--- src/rtl/asram_lane_pkg.sv ---
// Shared types for the asynchronous SRAM byte-lane controller.
// Assumes: nothing beyond a standard SystemVerilog tool.
package asram_lane_pkg;

    // Sequencer phases of one memory transaction
    typedef enum logic [2:0] {
        ST_IDLE     = 3'd0,
        ST_RD_ACC   = 3'd1,
        ST_TURN     = 3'd2,
        ST_WR_SETUP = 3'd3,
        ST_WR_PULSE = 3'd4,
        ST_WR_HOLD  = 3'd5
    } lane_state_t;

    // Larger of two cycle counts, used to size the stretched write pulse
    function automatic int max2(input int a, input int b);
        return (a > b) ? a : b;
    endfunction

endpackage

--- src/rtl/asram_step_timer.sv ---
// Down-counter that times the length of each sequencer phase.
// Loading N makes last high in the N-th cycle after the load.
// Assumes: the loaded value is never zero.
module asram_step_timer #(
    parameter int CW = 4
) (
    input  logic          clk,
    input  logic          rst_n,
    input  logic          load,
    input  logic [CW-1:0] load_val,
    output logic [CW-1:0] count,
    output logic          last
);

    // Load a new phase length or count down toward one
    always_ff @(posedge clk) begin
        if (!rst_n)
            count <= CW'(1);
        else if (load)
            count <= load_val;
        else if (count > CW'(1))
            count <= count - CW'(1);
    end

    // Final cycle of the current phase
    always_comb last = (count == CW'(1));

    // A zero-length phase would never reach last
    p_load_nonzero_r7: assert property (@(posedge clk) disable iff (!rst_n)
        load |-> (load_val != '0));

endmodule

--- src/rtl/asram_lane_seq.sv ---
// Transaction sequencer: owns the state register, takes host requests
// only in idle, and loads the phase timer on every state change.
// Assumes: timing values are at least one cycle.
module asram_lane_seq
    import asram_lane_pkg::*;
#(
    parameter int CW         = 4,
    parameter int T_SETUP    = 1,
    parameter int T_PULSE    = 2,
    parameter int T_HOLD     = 1,
    parameter int T_ACCESS   = 3,
    parameter int T_TURN     = 1
) (
    input  logic          clk,
    input  logic          rst_n,
    input  logic          req_valid,
    input  logic          req_write,
    input  logic          req_nonzero,
    input  logic          tmr_last,
    output lane_state_t   state,
    output logic          req_ready,
    output logic          tmr_load,
    output logic [CW-1:0] tmr_val,
    output logic          rd_strobe,
    output logic          zero_rd
);

    lane_state_t nxt;
    logic        take;

    // Handshake: only the idle state accepts work
    always_comb begin
        req_ready = (state == ST_IDLE);
        take      = req_valid && req_ready;
        zero_rd   = take && !req_write && !req_nonzero;
        rd_strobe = (state == ST_RD_ACC) && tmr_last;
    end

    // Next phase and the length to load for it
    always_comb begin
        nxt      = state;
        tmr_load = 1'b0;
        tmr_val  = CW'(1);
        case (state)
            ST_IDLE: if (take && req_nonzero) begin
                tmr_load = 1'b1;
                if (req_write) begin
                    nxt     = ST_WR_SETUP;
                    tmr_val = CW'(T_SETUP);
                end else begin
                    nxt     = ST_RD_ACC;
                    tmr_val = CW'(T_ACCESS);
                end
            end
            ST_RD_ACC: if (tmr_last) begin
                nxt = ST_TURN; tmr_load = 1'b1; tmr_val = CW'(T_TURN);
            end
            ST_TURN: if (tmr_last) nxt = ST_IDLE;
            ST_WR_SETUP: if (tmr_last) begin
                nxt = ST_WR_PULSE; tmr_load = 1'b1; tmr_val = CW'(T_PULSE);
            end
            ST_WR_PULSE: if (tmr_last) begin
                nxt = ST_WR_HOLD; tmr_load = 1'b1; tmr_val = CW'(T_HOLD);
            end
            ST_WR_HOLD: if (tmr_last) nxt = ST_IDLE;
            default: nxt = ST_IDLE;
        endcase
    end

    // State register
    always_ff @(posedge clk) begin
        if (!rst_n) state <= ST_IDLE;
        else        state <= nxt;
    end

    // One outstanding transaction: a real cycle drops ready next clock
    p_single_outstanding_r2: assert property (@(posedge clk) disable iff (!rst_n)
        (req_valid && req_ready && req_nonzero) |=> !req_ready);

endmodule

--- src/rtl/asram_rd_capture.sv ---
// Read capture register: keeps the enabled byte lanes of the memory
// bus at the end of the access time and flags them for one clock.
// Assumes: strobe and zero are never high together.
module asram_rd_capture #(
    parameter int DATA_W = 16,
    parameter int LANES  = 2
) (
    input  logic              clk,
    input  logic              rst_n,
    input  logic              strobe,
    input  logic              zero,
    input  logic [LANES-1:0]  lane_en,
    input  logic [DATA_W-1:0] dq_i,
    output logic              rd_valid,
    output logic [DATA_W-1:0] rd_data
);

    localparam int LW = DATA_W / LANES;

    logic [DATA_W-1:0] masked;

    // Per-lane gate: a disabled lane contributes zeros
    for (genvar g = 0; g < LANES; g++) begin : g_lane
        assign masked[g*LW +: LW] = lane_en[g] ? dq_i[g*LW +: LW] : '0;
    end

    // Capture on strobe, return zero for an empty-mask read
    always_ff @(posedge clk) begin
        if (!rst_n) begin
            rd_valid <= 1'b0;
            rd_data  <= '0;
        end else begin
            rd_valid <= strobe || zero;
            if (strobe)    rd_data <= masked;
            else if (zero) rd_data <= '0;
        end
    end

endmodule

--- src/rtl/asram_lane_ctl.sv ---
// Top of the asynchronous SRAM byte-lane controller. Registers the
// accepted request, decodes the memory strobes from the sequencer
// state and drives write data only inside the setup/hold window.
// Assumes: every timing parameter >= 1 and T_WE_PULSE >= T_DATA_SETUP.
module asram_lane_ctl
    import asram_lane_pkg::*;
#(
    parameter int ADDR_W       = 16,
    parameter int DATA_W       = 16,
    parameter int T_ADDR_SETUP = 1,
    parameter int T_WE_PULSE   = 2,
    parameter int T_OE_RELEASE = 2,
    parameter int T_DATA_SETUP = 1,
    parameter int T_DATA_HOLD  = 1,
    parameter int T_ACCESS     = 3,
    parameter int T_TURN       = 1,
    parameter bit OE_IN_WRITE  = 1'b0
) (
    input  logic              clk,
    input  logic              rst_n,
    input  logic              req_valid,
    output logic              req_ready,
    input  logic              req_write,
    input  logic [ADDR_W-1:0] req_addr,
    input  logic [DATA_W/8-1:0] req_mask,
    input  logic [DATA_W-1:0] req_wdata,
    output logic              rd_valid,
    output logic [DATA_W-1:0] rd_data,
    output logic [ADDR_W-1:0] mem_addr,
    output logic              mem_cs_n,
    output logic              mem_we_n,
    output logic              mem_oe_n,
    output logic [DATA_W/8-1:0] mem_be_n,
    output logic [DATA_W-1:0] mem_dq_o,
    output logic              mem_dq_oe,
    input  logic [DATA_W-1:0] mem_dq_i
);

    localparam int LANES = DATA_W / 8;
    localparam int PULSE = OE_IN_WRITE ? max2(T_WE_PULSE, T_OE_RELEASE + T_DATA_SETUP)
                                       : T_WE_PULSE;
    localparam int MAXT  = max2(max2(max2(T_ADDR_SETUP, PULSE), max2(T_DATA_HOLD, T_ACCESS)),
                                T_TURN);
    localparam int CW    = $clog2(MAXT + 1);

    lane_state_t       state;
    logic              tmr_load, tmr_last, rd_strobe, zero_rd, take_nz, cs_act;
    logic [CW-1:0]     tmr_val, tmr_count;
    logic [ADDR_W-1:0] addr_q;
    logic [LANES-1:0]  mask_q;
    logic [DATA_W-1:0] wdata_q;

    // Parameter sanity at elaboration
    initial begin
        a_params_r7: assert (T_ADDR_SETUP >= 1 && T_WE_PULSE >= T_DATA_SETUP &&
                             T_DATA_SETUP >= 1 && T_DATA_HOLD >= 1 &&
                             T_ACCESS >= 1 && T_TURN >= 1);
    end

    asram_lane_seq #(
        .CW(CW), .T_SETUP(T_ADDR_SETUP), .T_PULSE(PULSE), .T_HOLD(T_DATA_HOLD),
        .T_ACCESS(T_ACCESS), .T_TURN(T_TURN)
    ) u_seq (
        .clk(clk), .rst_n(rst_n), .req_valid(req_valid), .req_write(req_write),
        .req_nonzero(|req_mask), .tmr_last(tmr_last), .state(state),
        .req_ready(req_ready), .tmr_load(tmr_load), .tmr_val(tmr_val),
        .rd_strobe(rd_strobe), .zero_rd(zero_rd)
    );

    asram_step_timer #(.CW(CW)) u_timer (
        .clk(clk), .rst_n(rst_n), .load(tmr_load), .load_val(tmr_val),
        .count(tmr_count), .last(tmr_last)
    );

    asram_rd_capture #(.DATA_W(DATA_W), .LANES(LANES)) u_cap (
        .clk(clk), .rst_n(rst_n), .strobe(rd_strobe), .zero(zero_rd),
        .lane_en(mask_q), .dq_i(mem_dq_i), .rd_valid(rd_valid), .rd_data(rd_data)
    );

    // Hold the accepted request for the length of its memory cycle
    always_comb take_nz = req_valid && req_ready && (|req_mask);

    always_ff @(posedge clk) begin
        if (!rst_n) begin
            addr_q  <= '0;
            mask_q  <= '0;
            wdata_q <= '0;
        end else if (take_nz) begin
            addr_q  <= req_addr;
            mask_q  <= req_mask;
            wdata_q <= req_wdata;
        end
    end

    // Strobe decode from the sequencer phase
    always_comb begin
        cs_act    = (state == ST_RD_ACC) || (state == ST_WR_SETUP) ||
                    (state == ST_WR_PULSE) || (state == ST_WR_HOLD);
        mem_cs_n  = !cs_act;
        mem_we_n  = (state != ST_WR_PULSE);
        mem_oe_n  = !((state == ST_RD_ACC) ||
                      (OE_IN_WRITE && ((state == ST_WR_SETUP) || (state == ST_WR_PULSE))));
        mem_be_n  = cs_act ? ~mask_q : '1;
        mem_addr  = addr_q;
        mem_dq_o  = wdata_q;
        mem_dq_oe = ((state == ST_WR_PULSE) && (tmr_count <= CW'(T_DATA_SETUP))) ||
                    (state == ST_WR_HOLD);
    end

    // Idle leaves the memory deselected and the bus released
    p_idle_quiet_r1: assert property (@(posedge clk) disable iff (!rst_n)
        req_ready |-> (mem_cs_n && mem_we_n && mem_oe_n && !mem_dq_oe));

    // Write strobe only inside the select/byte-enable overlap
    p_we_overlap_r6: assert property (@(posedge clk) disable iff (!rst_n)
        !mem_we_n |-> (!mem_cs_n && (mem_be_n != '1)));

    // Address and lanes frozen while selected
    p_pins_stable_r10: assert property (@(posedge clk) disable iff (!rst_n)
        (!mem_cs_n && $past(!mem_cs_n)) |-> ($stable(mem_addr) && $stable(mem_be_n)));

    // No bus fight with a memory that may be driving
    p_no_contention_r10: assert property (@(posedge clk) disable iff (!rst_n)
        mem_dq_oe |-> (mem_oe_n || !mem_we_n || mem_cs_n));

    // End of write: output enable off, data still held
    p_hold_window_r8: assert property (@(posedge clk) disable iff (!rst_n)
        $rose(mem_we_n) |-> (mem_oe_n && mem_dq_oe));

    // A captured read came from a cycle with write enable high
    p_read_we_high_r4: assert property (@(posedge clk) disable iff (!rst_n)
        (rd_valid && $past(!mem_cs_n)) |-> $past(mem_we_n));

    // Turnaround keeps the memory deselected
    p_turnaround_r5: assert property (@(posedge clk) disable iff (!rst_n)
        (rd_valid && !req_ready) |-> (mem_cs_n && mem_oe_n));

endmodule

--- config.mk ---
export PLATFORM = sky130hd
export DESIGN_NAME = asram_lane_ctl
export DESIGN_NICKNAME = d
export VERILOG_FILES = /design/src/rtl/asram_lane_pkg.sv /design/src/rtl/asram_step_timer.sv /design/src/rtl/asram_lane_seq.sv /design/src/rtl/asram_rd_capture.sv /design/src/rtl/asram_lane_ctl.sv
export SDC_FILE = /design/constraint.sdc
export NUM_CORES = 1
export LEC_CHECK = 0
export ABC_AREA = 1
export CORE_MARGIN = 2
export CORE_UTILIZATION = 42
export CTS_CLUSTER_DIAMETER = 40
export DETAILED_ROUTE_END_ITERATION = 8
export PLACE_DENSITY = 0.85
export SLEW_MARGIN = 20
export SYNTH_ARGS = -nofsm -noshare
export SYNTH_HDL_FRONTEND = slang
export SYNTH_HIERARCHICAL = 1
export SYNTH_SLANG_ARGS = --single-unit
--- constraint.sdc ---
create_clock -name clk -period 2 [get_ports clk]
set_input_delay 0.4 -clock clk [delete_from_list [all_inputs] [get_ports clk]]
set_output_delay 0.4 -clock clk [all_outputs]
set_load 0.005 [all_outputs]
==> metrics.yaml <==
synth_warnings: 6
finalNonFillerCells: 555
clkTransAtPathRegs_ns: 0.10
drv_slew: 0
pre_cts_slack_ns: 0.0894
critPathMaxFanout: 5
dieArea_um2: 6830
setup_violations: 0
start_kind: "flop"
fmax_mhz: 516
die_x_um: 82.7
track_usage_pct: 18.7
cts_buffer_depth: 2
max_cap_violations: 0
htree_levels: 2
place_hpwl_um: 4750
timing_worst_setup_path_type: "flop to output port"
io_buffers: 109
wl_per_cell_um: 11.9
grt_pass1_vias: 2303
yosysUniqueCellTypes: 24
gp_congestion: 0.810
grt_pass1_wl_um: 10200
syn_inst: 366
ys_seq_elements: 56
worstMarginPinSlew_ns: 0.742
grt_antenna_before_repair: 0
avgSynthCellArea_um2: 7.10
tns_ns: 0
critPathRequiredTime_ns: 1.60
cts_root_buf: "clkbuf_8"
grt-ovfl-total: 0
syn_to_final_growth_pct: 49.5
rsz0062_at_grt: "no"
syn_area_um2: 2600
cts_buffers: 5
hp-class: "flop to flop"
drc: 0
ios: 110
ant_nets: 0
start_util_pct: 43.6
max-vdd-ir-drop_uv: 560
num_vias: 2569
dp_cells: 542
timing.hold.ws_ns: 0.465
cts_hold_buf: 0
rows: 28
final_common_cell: "clkdlybuf4s50_1"
drive_gt1_share_pct: 12.3
final_nets: 534
drt_iter0_drc: 132
cp-end-kind: "output port"
cts_tree: "built"
final_cell_mix: "106 x clkdlybuf4s50_1, 72 x nor2_1, 61 x nand2_1, 58 x nand3_1, 53 x dfxtp_1"
drtPass1Iterations: 4
finalPower_mw: 4.53
fp.dieH_um: 82.7
yosysSeqAreaShare_pct: 43.1
via_per_inst: 4.63
fin_crit_sh_pct: 96.9
slew_headroom_pct: 50.4
core_um2: 5960
cpMaxStageDelayCell: "clkdlybuf4s50_1"
cp_cell_sequence: "nor2_4, nand2_1, inv_2, clkdlybuf4s50_1"
max_stage_delay_ns: 0.50
synth_fp_nets: 421
status: "finished clean"
grt_max_degree: 33
fin_ws_ns: 0.0627
skew_ns: 0.00719
clkLatencyLatePin_ns: 0.29
hold_violations: 0
p_leak_nw: 1.67
cts_sinks: 56
fin_crit_ns: 1.94
arrival_ns: 1.54
wirelength_um: 6590
diodes: 0
power.density_nw_per_um2: 1160
==> flip-flops by register name (all words and copies together), names as in the netlist <==
register	flops
mem_addr	16
u_seq/state	3
mem_dq_o	16
u_timer/count	2
mask_q	2
u_cap/rd_data	16
u_cap/rd_valid	1
==> critical path, delay by kind of cell (launching register included) <==
family / cells / cell delay (ns)
simple gates: 2 / 0.26
flops: 1 / 0.37
buf+inv: 2 / 0.62
==> worst paths after layout <==
path	start	to	slack, ns	depth (start not counted)
max	u_seq/state[0]	req_ready	0.06	4
min	u_cap/rd_data[13]	u_cap/rd_data[13]	0.47	2
max reg2reg	u_seq/state[0]	mem_dq_o[5]	0.27	7
min reg2reg	u_cap/rd_data[13]	u_cap/rd_data[13]	0.47	2
==> area by class of cell <==
class                      instances  area, µm²
inverter                          52        195
multi-input combinational        239       1150
timing repair buffer             125       1230
tap                               75       93.8
sequential                        56       1130
fill                             533       2070
clock inverter                     1       7.51
clock buffer                       7       86.3
==> report_power, final <==
part	switching (mW)	internal, mW
registers	0.163	1.38
clock network	0.345	0.282
logic	1.24	1.12
==> cells by family after synthesis <==
logic type | share of synthesized area [%]
adders and majority gates | 0.481
buffers and inverters | 13.0
DFF | 43.1
and+or+nand+nor | 36.3
AOI/OAI and AO/OA | 7.13
==> routing by layer <==
layer  part of all wire [%]  vias to the layer above  global-route usage [%]  wire (µm)
li1                       -                     1356                       -          -
met1                     44                     1146                    22.7       2880
met2                     50                       63                    34.1       3280
met3                    5.7                        4                    3.91        376
met4                   0.70                        0                    3.77         46
met5                      0                        -                       0          0
==> cell usage after synthesis (all sizes together) <==
| library cell | instances | area share, % |
|---|---|---|
| dfxtp | 56 | 43 |
| nor3 | 1 | 0.39 |
| clkinv | 1 | 0.14 |
| o21ai | 3 | 0.58 |
| a21oi | 25 | 6.3 |
| inv | 51 | 7.4 |
| a21boi | 1 | 0.29 |
| nand2 | 72 | 11 |
| nor2 | 76 | 12 |
| ha | 1 | 0.48 |
| nand4 | 2 | 1.1 |
| clkbuf | 1 | 0.14 |
| nand3 | 58 | 11 |
| buf | 18 | 5.3 |
==> metrics by stage <==
| stage | util (%) | instance area, µm² |
|---|---|---|
| 6_report | 65.3 | 3890 |
| 5_1_grt | 65.3 | 3890 |
| 4_1_cts | 64.7 | 3850 |
| 3_5_place_dp | 62.7 | 3740 |
| 3_3_place_gp | 62.7 | 3740 |
| 2_1_floorplan | - | 2600 |
==> what timing repair did <==
| item | CTS | global route |
|---|---|---|
| endpoints found under the setup margin | 5 | 3 |
| gates resized for setup | 9 | 5 |
| pin swaps | 0 | 1 |
| setup buffers | 2 | 3 |
Note: power is estimated with default switching activity, not from simulation.
